===== src/rtl/bbs_pkg.sv =====
package bbs_pkg;
  typedef enum logic [2:0] {
    S_REQ0  = 3'd0,
    S_WAIT0 = 3'd1,
    S_REQ1  = 3'd2,
    S_WAIT1 = 3'd3,
    S_DONE  = 3'd4
  } scan_st_e;
endpackage


===== src/rtl/bbs_ctrl.sv =====
module bbs_ctrl
  import bbs_pkg::*;
#(
  parameter int NUM_BLOCKS = 2048,
  parameter int PAGES      = 64,
  parameter int MARK_COL   = 2048,
  parameter int COL_W      = 12,
  parameter int DATA_W     = 8,
  localparam int BLK_W     = $clog2(NUM_BLOCKS),
  localparam int PG_W      = $clog2(PAGES),
  localparam int ROW_W     = BLK_W + PG_W
) (
  input  logic              clk,
  input  logic              rst_n,
  input  logic              scan_start,
  input  logic              req_ready,
  input  logic              resp_valid,
  input  logic [DATA_W-1:0] resp_data,
  output logic              req_valid,
  output logic [ROW_W-1:0]  rd_row,
  output logic [COL_W-1:0]  rd_col,
  output logic              scan_done,
  output logic              scan_clear,
  output logic              mark_we,
  output logic [BLK_W-1:0]  mark_idx
);
  localparam logic [BLK_W-1:0]  LAST_BLK = BLK_W'(NUM_BLOCKS - 1);
  localparam logic [DATA_W-1:0] ERASED   = '1;

  scan_st_e         state_q, state_d;
  logic [BLK_W-1:0] blk_q, blk_d;
  logic             waiting, marker_bad;

  assign waiting    = (state_q == S_WAIT0) || (state_q == S_WAIT1);
  assign marker_bad = resp_data != ERASED;

  // next-state process
  always_comb begin
    state_d = state_q;
    blk_d   = blk_q;
    unique case (state_q)
      S_REQ0:  if (req_ready) state_d = S_WAIT0;
      S_REQ1:  if (req_ready) state_d = S_WAIT1;
      S_WAIT0, S_WAIT1: begin
        if (resp_valid) begin
          if ((state_q == S_WAIT0) && !marker_bad) begin
            state_d = S_REQ1;
          end else if (blk_q == LAST_BLK) begin
            state_d = S_DONE;
          end else begin
            blk_d   = blk_q + 1'b1;
            state_d = S_REQ0;
          end
        end
      end
      S_DONE: begin
        if (scan_start) begin
          blk_d   = '0;
          state_d = S_REQ0;
        end
      end
      default: state_d = S_REQ0;
    endcase
  end

  // register process
  always_ff @(posedge clk or negedge rst_n) begin
    if (!rst_n) begin
      state_q <= S_REQ0;
      blk_q   <= '0;
    end else begin
      state_q <= state_d;
      blk_q   <= blk_d;
    end
  end

  assign req_valid  = (state_q == S_REQ0) || (state_q == S_REQ1);
  assign rd_row     = {blk_q, PG_W'((state_q == S_REQ1) || (state_q == S_WAIT1))};
  assign rd_col     = COL_W'(MARK_COL);
  assign scan_done  = state_q == S_DONE;
  assign scan_clear = (state_q == S_DONE) && scan_start;
  assign mark_we    = waiting && resp_valid && marker_bad;
  assign mark_idx   = blk_q;
endmodule


===== src/rtl/bbs_table.sv =====
module bbs_table #(
  parameter int NUM_BLOCKS = 2048,
  localparam int BLK_W     = $clog2(NUM_BLOCKS)
) (
  input  logic             clk,
  input  logic             rst_n,
  input  logic             clr,
  input  logic             we,
  input  logic [BLK_W-1:0] widx,
  input  logic             q_en,
  input  logic [BLK_W-1:0] q_idx,
  input  logic             q_gate,
  output logic             q_valid,
  output logic             q_bad
);
  logic [NUM_BLOCKS-1:0] tbl_q, tbl_d;
  logic                  qv_d, qb_d, qv_q, qb_q;

  always_comb begin
    tbl_d = tbl_q;
    if (clr) begin
      tbl_d = '0;
    end else if (we) begin
      tbl_d[widx] = 1'b1;
    end
    qv_d = q_en && q_gate;
    qb_d = q_en && q_gate && tbl_q[q_idx];
  end

  always_ff @(posedge clk or negedge rst_n) begin
    if (!rst_n) begin
      tbl_q <= '0;
      qv_q  <= 1'b0;
      qb_q  <= 1'b0;
    end else begin
      tbl_q <= tbl_d;
      qv_q  <= qv_d;
      qb_q  <= qb_d;
    end
  end

  assign q_valid = qv_q;
  assign q_bad   = qb_q;
endmodule


===== src/rtl/bbs_tally.sv =====
module bbs_tally #(
  parameter int NUM_BLOCKS = 2048,
  parameter int MAX_BAD    = 40,
  localparam int CNT_W     = $clog2(NUM_BLOCKS + 1)
) (
  input  logic             clk,
  input  logic             rst_n,
  input  logic             clr,
  input  logic             inc,
  output logic [CNT_W-1:0] count,
  output logic             over
);
  localparam logic [CNT_W-1:0] LIMIT = CNT_W'(MAX_BAD);

  logic [CNT_W-1:0] cnt_q, cnt_d;
  logic             over_q, over_d;

  always_comb begin
    cnt_d  = cnt_q;
    over_d = over_q;
    if (clr) begin
      cnt_d  = '0;
      over_d = 1'b0;
    end else if (inc) begin
      cnt_d  = cnt_q + 1'b1;
      over_d = over_q || (cnt_d > LIMIT);
    end
  end

  always_ff @(posedge clk or negedge rst_n) begin
    if (!rst_n) begin
      cnt_q  <= '0;
      over_q <= 1'b0;
    end else begin
      cnt_q  <= cnt_d;
      over_q <= over_d;
    end
  end

  assign count = cnt_q;
  assign over  = over_q;
endmodule


===== src/rtl/bad_block_scanner.sv =====
module bad_block_scanner #(
  parameter int NUM_BLOCKS = 2048,
  parameter int PAGES      = 64,
  parameter int MARK_COL   = 2048,
  parameter int COL_W      = 12,
  parameter int DATA_W     = 8,
  parameter int MAX_BAD    = 40,
  localparam int BLK_W     = $clog2(NUM_BLOCKS),
  localparam int PG_W      = $clog2(PAGES),
  localparam int ROW_W     = BLK_W + PG_W,
  localparam int CNT_W     = $clog2(NUM_BLOCKS + 1)
) (
  input  logic              clk,
  input  logic              rst_n,
  input  logic              scan_start,
  output logic              req_valid,
  input  logic              req_ready,
  output logic [ROW_W-1:0]  rd_row,
  output logic [COL_W-1:0]  rd_col,
  input  logic              resp_valid,
  input  logic [DATA_W-1:0] resp_data,
  output logic              scan_done,
  output logic [CNT_W-1:0]  bad_count,
  output logic              over_limit,
  input  logic              q_en,
  input  logic [BLK_W-1:0]  q_idx,
  output logic              q_valid,
  output logic              q_bad
);
  // reset asserted asynchronously, released after two clock edges
  logic [1:0] rsync_q;
  logic       core_rst_n;

  always_ff @(posedge clk or negedge rst_n) begin
    if (!rst_n) rsync_q <= '0;
    else        rsync_q <= {rsync_q[0], 1'b1};
  end
  assign core_rst_n = rsync_q[1];

  logic             clr, mark_we;
  logic [BLK_W-1:0] mark_idx;

  bbs_ctrl #(
    .NUM_BLOCKS(NUM_BLOCKS), .PAGES(PAGES), .MARK_COL(MARK_COL),
    .COL_W(COL_W), .DATA_W(DATA_W)
  ) u_ctrl (
    .clk(clk), .rst_n(core_rst_n), .scan_start(scan_start),
    .req_ready(req_ready), .resp_valid(resp_valid), .resp_data(resp_data),
    .req_valid(req_valid), .rd_row(rd_row), .rd_col(rd_col),
    .scan_done(scan_done), .scan_clear(clr),
    .mark_we(mark_we), .mark_idx(mark_idx)
  );

  bbs_table #(.NUM_BLOCKS(NUM_BLOCKS)) u_table (
    .clk(clk), .rst_n(core_rst_n), .clr(clr), .we(mark_we), .widx(mark_idx),
    .q_en(q_en), .q_idx(q_idx), .q_gate(scan_done),
    .q_valid(q_valid), .q_bad(q_bad)
  );

  bbs_tally #(.NUM_BLOCKS(NUM_BLOCKS), .MAX_BAD(MAX_BAD)) u_tally (
    .clk(clk), .rst_n(core_rst_n), .clr(clr), .inc(mark_we),
    .count(bad_count), .over(over_limit)
  );
endmodule


===== config.mk =====
export PLATFORM = sky130hd
export DESIGN_NAME = bad_block_scanner
export DESIGN_NICKNAME = d
export VERILOG_FILES = /design/src/rtl/bbs_pkg.sv /design/src/rtl/bbs_ctrl.sv /design/src/rtl/bbs_table.sv /design/src/rtl/bbs_tally.sv /design/src/rtl/bad_block_scanner.sv
export SDC_FILE = /design/constraint.sdc
export NUM_CORES = 2
export LEC_CHECK = 0
export BUFFER_PORTS_ARGS = -buffer_cell sky130_fd_sc_hd__buf_2
export CORE_MARGIN = 2
export CORE_UTILIZATION = 65
export CTS_CLUSTER_DIAMETER = 50
export DETAILED_ROUTE_END_ITERATION = 8
export PLACE_DENSITY = 0.81
export SETUP_SLACK_MARGIN = 0.15
export SKIP_LAST_GASP = 1
export SLEW_MARGIN = 20
export SYNTH_ARGS = -nofsm -noshare
export SYNTH_HDL_FRONTEND = slang
export SYNTH_SLANG_ARGS = --single-unit

===== constraint.sdc =====
create_clock -name clk -period 111.9 [get_ports clk]
set_clock_uncertainty 0.05 [all_clocks]
set_input_delay 0 -clock clk [delete_from_list [all_inputs] [get_ports clk]]
set_output_delay 0 -clock clk [all_outputs]
set_load 0.01 [all_outputs]

==> impl_metrics.py <==
metrics = {
    "clock_network": {
        "ctsResizeCount": 0,
        "postCtsSetupRepairBufs": 0,
        "cts_max_level": 4,
        "cts_buffers": 205,
        "cts_tree": "yes",
        "cts_sinks": 2079,
        "clkSlewWorstSetupHoldPaths_ps": 70,
        "cts-root-buf": "clkbuf_16",
        "max-clock-path-buffers": 3,
        "clock_latency_ps": 860,
    },
    "power": {
        "switching_share": 0.245,
        "power.share.clock": 0.450,
        "p_leak_nw": 48.5,
        "p_seq_frac": 0.489,
        "ir_worst_vdd_mv": 0.0172,
        "switchingPower_uw": 382,
        "internal_power_mw": 1.18,
        "combPwrFrac": 0.061,
        "p_per_area_nw_per_um2": 15.7,
    },
    "place": {
        "place_inst": 9853,
        "placed_cell_area_sq_um": 91800,
        "hpwl_microns": 154000,
        "gp_congestion": 0.888,
        "io_buffers": 53,
    },
    "setup_path": {
        "path_delay_family": "buffers and inverters",
        "worstPathArrival_ps": 7110,
        "criticalPathCategory": "in2reg",
        "cp_cell_sequence": "buf_8, buf_4, buf_12, buf_12, mux2i_1, o221ai_1, nor3_1, a2111oi_0, nand3_1, a211oi_1, nor4_1, o211ai_1, dlygate4sd3_1, and3_1, dlygate4sd3_1",
        "end_kind": "register",
        "critPathMaxFanout": 115,
        "crit_path_start_kind": "input pin",
        "cp_num_buf_inv": 6,
        "worstPathRequired_ps": 112660,
        "cp_slowest_stage_delay_ps": 860,
        "crit_slowest_cell": "buf_4",
    },
    "logic_synthesis": {
        "yosys_warnings": 0,
        "seq_area_frac_synth": 0.573,
        "synth_top_area_frac": 0.573,
        "synth_ff_type": "dfrtp_1",
        "postSynthAreaPerCell_sq_um": 10.6,
        "async_flop_share": 1.00,
        "synth_edf_count": 0,
        "ys_top_cells_by_count": "nor2_1, a21oi_1, dfrtp_1",
        "synth_top_cell_by_area": "dfrtp_1",
        "synth.distinct_cells": 65,
        "synth.area.top_cells": "dfrtp_1, a21oi_1, mux4_2, nor2_1, clkbuf_1",
        "syn_area_sq_um": 90800,
        "ys_ff_latch": 2079,
        "synthMostInstantiatedCell": "nor2_1",
        "synthCells": 8589,
    },
    "timing": {
        "slew_headroom": 0.135,
        "worst_hold_slack_ps": 86.9,
        "fmax_mhz": 157,
        "period_minus_slack_ps": 6360,
        "max_slew.worst_pin.slew_ps": 1300,
        "setup_viol": 0,
        "fin_tns_setup_ps": 0,
        "hold_violations": 0,
        "maxSlewViolCount": 0,
        "fin_crit_sh": 0.0568,
        "rsz0062_at_grt": "no",
    },
    "drt": {
        "ant_nets": 0,
        "wire_per_inst_microns": 28.4,
        "wl_microns": 292000,
        "drc": 0,
        "num_vias": 72800,
        "first_pass_iters": 8,
        "avgViaCountPerCell": 7.09,
        "drtIter0Drc": 12600,
    },
    "grt": {
        "grt_max_degree": 263,
        "grt_overflow": 0,
        "grt_pass1_vias": 70600,
        "grt_pass1_wl_microns": 438000,
        "antenna_found_initial": 13,
        "grtUsageTotal": 0.411,
    },
    "final_layout": {
        "syn_to_final_growth_pct": 9.22,
        "fin_util": 0.714,
        "final_layout_size_suffix_gt1_frac": 0.132,
        "instances_no_fill": 10300,
        "final_area_sq_um": 99200,
        "regArea_sq_um": 52000,
        "multi_input_area_sq_um": 35800,
        "nets": 8239,
        "fillers": 9000,
    },
    "floorplan": {
        "fp.dieW_microns": 378,
        "initial_utilization": 0.653,
        "die_area_sq_um": 143000,
        "fp-row-count": 137,
        "num_io_pins": 71,
        "core_sq_um": 139000,
        "fp.dieH_microns": 378,
    },
    "worst_hold_path": {
        "hold_class": "in2reg",
    },
    "run_status": {
        "outcome": "complete, no violations",
    },
    "run": {
        "cap_violations": 0,
    },
}
-- metal layers --
layer / routed length, microns / up-vias / GRT usage / part of all wire
met5: 218 / - / 0 / 0.00075
met4: 20000 / 20 / 0.251 / 0.069
met3: 44100 / 1364 / 0.159 / 0.15
met2: 127000 / 5958 / 0.578 / 0.44
met1: 100000 / 36200 / 0.543 / 0.34
li1: - / 29200 / - / -
-- what timing repair did --
action | in CTS | in global routing
setup endpoints to repair | 0 | 0
hold endpoints to repair | 103 | 0
hold buffers | 20 | 0
-- worst register-to-register path, cell delays in order (launching register included) --
cell	delay, ps
dfrtp_4	630
buf_16	320
buf_4	680
buf_4	820
buf_4	970
buf_4	800
buf_6	740
buf_4	800
-- sequential cells by signal, indices dropped and copies added (netlist names) --
| register | cells |
|---|---|
| u_tally.count | 12 |
| u_table.q_valid | 1 |
| u_ctrl.mark_idx | 11 |
| u_table.q_bad | 1 |
| u_table.tbl_q | 2048 |
| u_ctrl.state_q | 3 |
| u_tally.over | 1 |
| rsync_q | 2 |
-- final timing paths --
kind                                      start                               to  slack [ps]  depth (start not counted)
max                                    q_idx[0]          u_table.q_bad$_DFF_PN0_      105540                         15
min                                resp_data[5]   u_ctrl.mark_idx[1]$_DFFE_PN0P_          90                          8
max reg2reg                rsync_q[1]$_DFF_PN0_  u_table.tbl_q[1015]$_DFFE_PN0P_      106120                          7
min reg2reg                rsync_q[1]$_DFF_PN0_  u_table.tbl_q[1292]$_DFFE_PN0P_         170                          0
max in group asynchronous  rsync_q[1]$_DFF_PN0_  u_table.tbl_q[1015]$_DFFE_PN0P_      106120                          7
min in group asynchronous  rsync_q[1]$_DFF_PN0_  u_table.tbl_q[1292]$_DFFE_PN0P_         170                          0
-- cells in the final DEF, fill, tap and decap left out, drive strengths merged, types with 10 or more instances in the layout --
cell type,synthesis,routed
a22oi,49,49
inv,11,21
diode,0,10
mux2i,243,243
a31oi,11,11
nor3,49,49
nand2,78,78
clkbuf,706,297
nor2b,15,15
bufinv,0,13
nand4,12,12
o21ai,67,67
dfrtp,2079,2079
nor2,2209,2209
clkinv,0,55
nor4,10,10
a221oi,14,14
buf,148,231
dlygate4sd3,0,20
a22o,19,19
o221ai,87,87
conb,2,18
nand3,26,26
o22ai,60,60
mux2,10,10
a211oi,11,11
a2111oi,11,11
and2,11,11
a21oi,2129,2129
mux4,413,413
-- logic make-up (layout without fill, tap and decap cells) --
logic type | after synthesis | count (layout) | synth area share
buffers and inverters | 865 | 643 | 0.0413
AOI/OAI and AO/OA | 2505 | 2505 | 0.148
DFF | 2079 | 2079 | 0.573
and+or+nand+nor | 2460 | 2460 | 0.106
other | 2 | 28 | 0.0000827
xor gates and xnor gates | 7 | 7 | 0.000675
muxes | 666 | 666 | 0.130
adders and majority gates | 5 | 5 | 0.000689
-- power by group through the flow --
stage	sequential (mW)	clock [mW]	combinational, mW
2_1_floorplan	0.788	0	0.0445
3_3_place_gp	0.776	0	0.0886
3_5_place_dp	0.776	0	0.0904
4_1_cts	0.762	0.700	0.0915
5_1_grt	0.762	0.733	0.0990
6_report	0.762	0.701	0.0955
-- metrics by stage --
| stage | total power, mW | setup slack (ps) |
|---|---|---|
| 2_1_floorplan | 0.832 | 49610 |
| 3_3_place_gp | 0.864 | 105600 |
| 3_5_place_dp | 0.866 | 105430 |
| 4_1_cts | 1.55 | 105420 |
| 5_1_grt | 1.59 | 105250 |
| 6_report | 1.56 | 105540 |
-- cell type report --
| type | instances | share of cell area |
|---|---|---|
| Tap cell | 1876 | 0.0237 |
| Clock inverter | 84 | 0.00913 |
| Multi-Input combinational cell | 5661 | 0.361 |
| Sequential cell | 2079 | 0.525 |
| Clock buffer | 297 | 0.0597 |
| Timing Repair Buffer | 251 | 0.0214 |
| Inverter | 11 | 0.000454 |
| Antenna cell | 10 | 0.000252 |
Power figures use the tool's default switching activity.
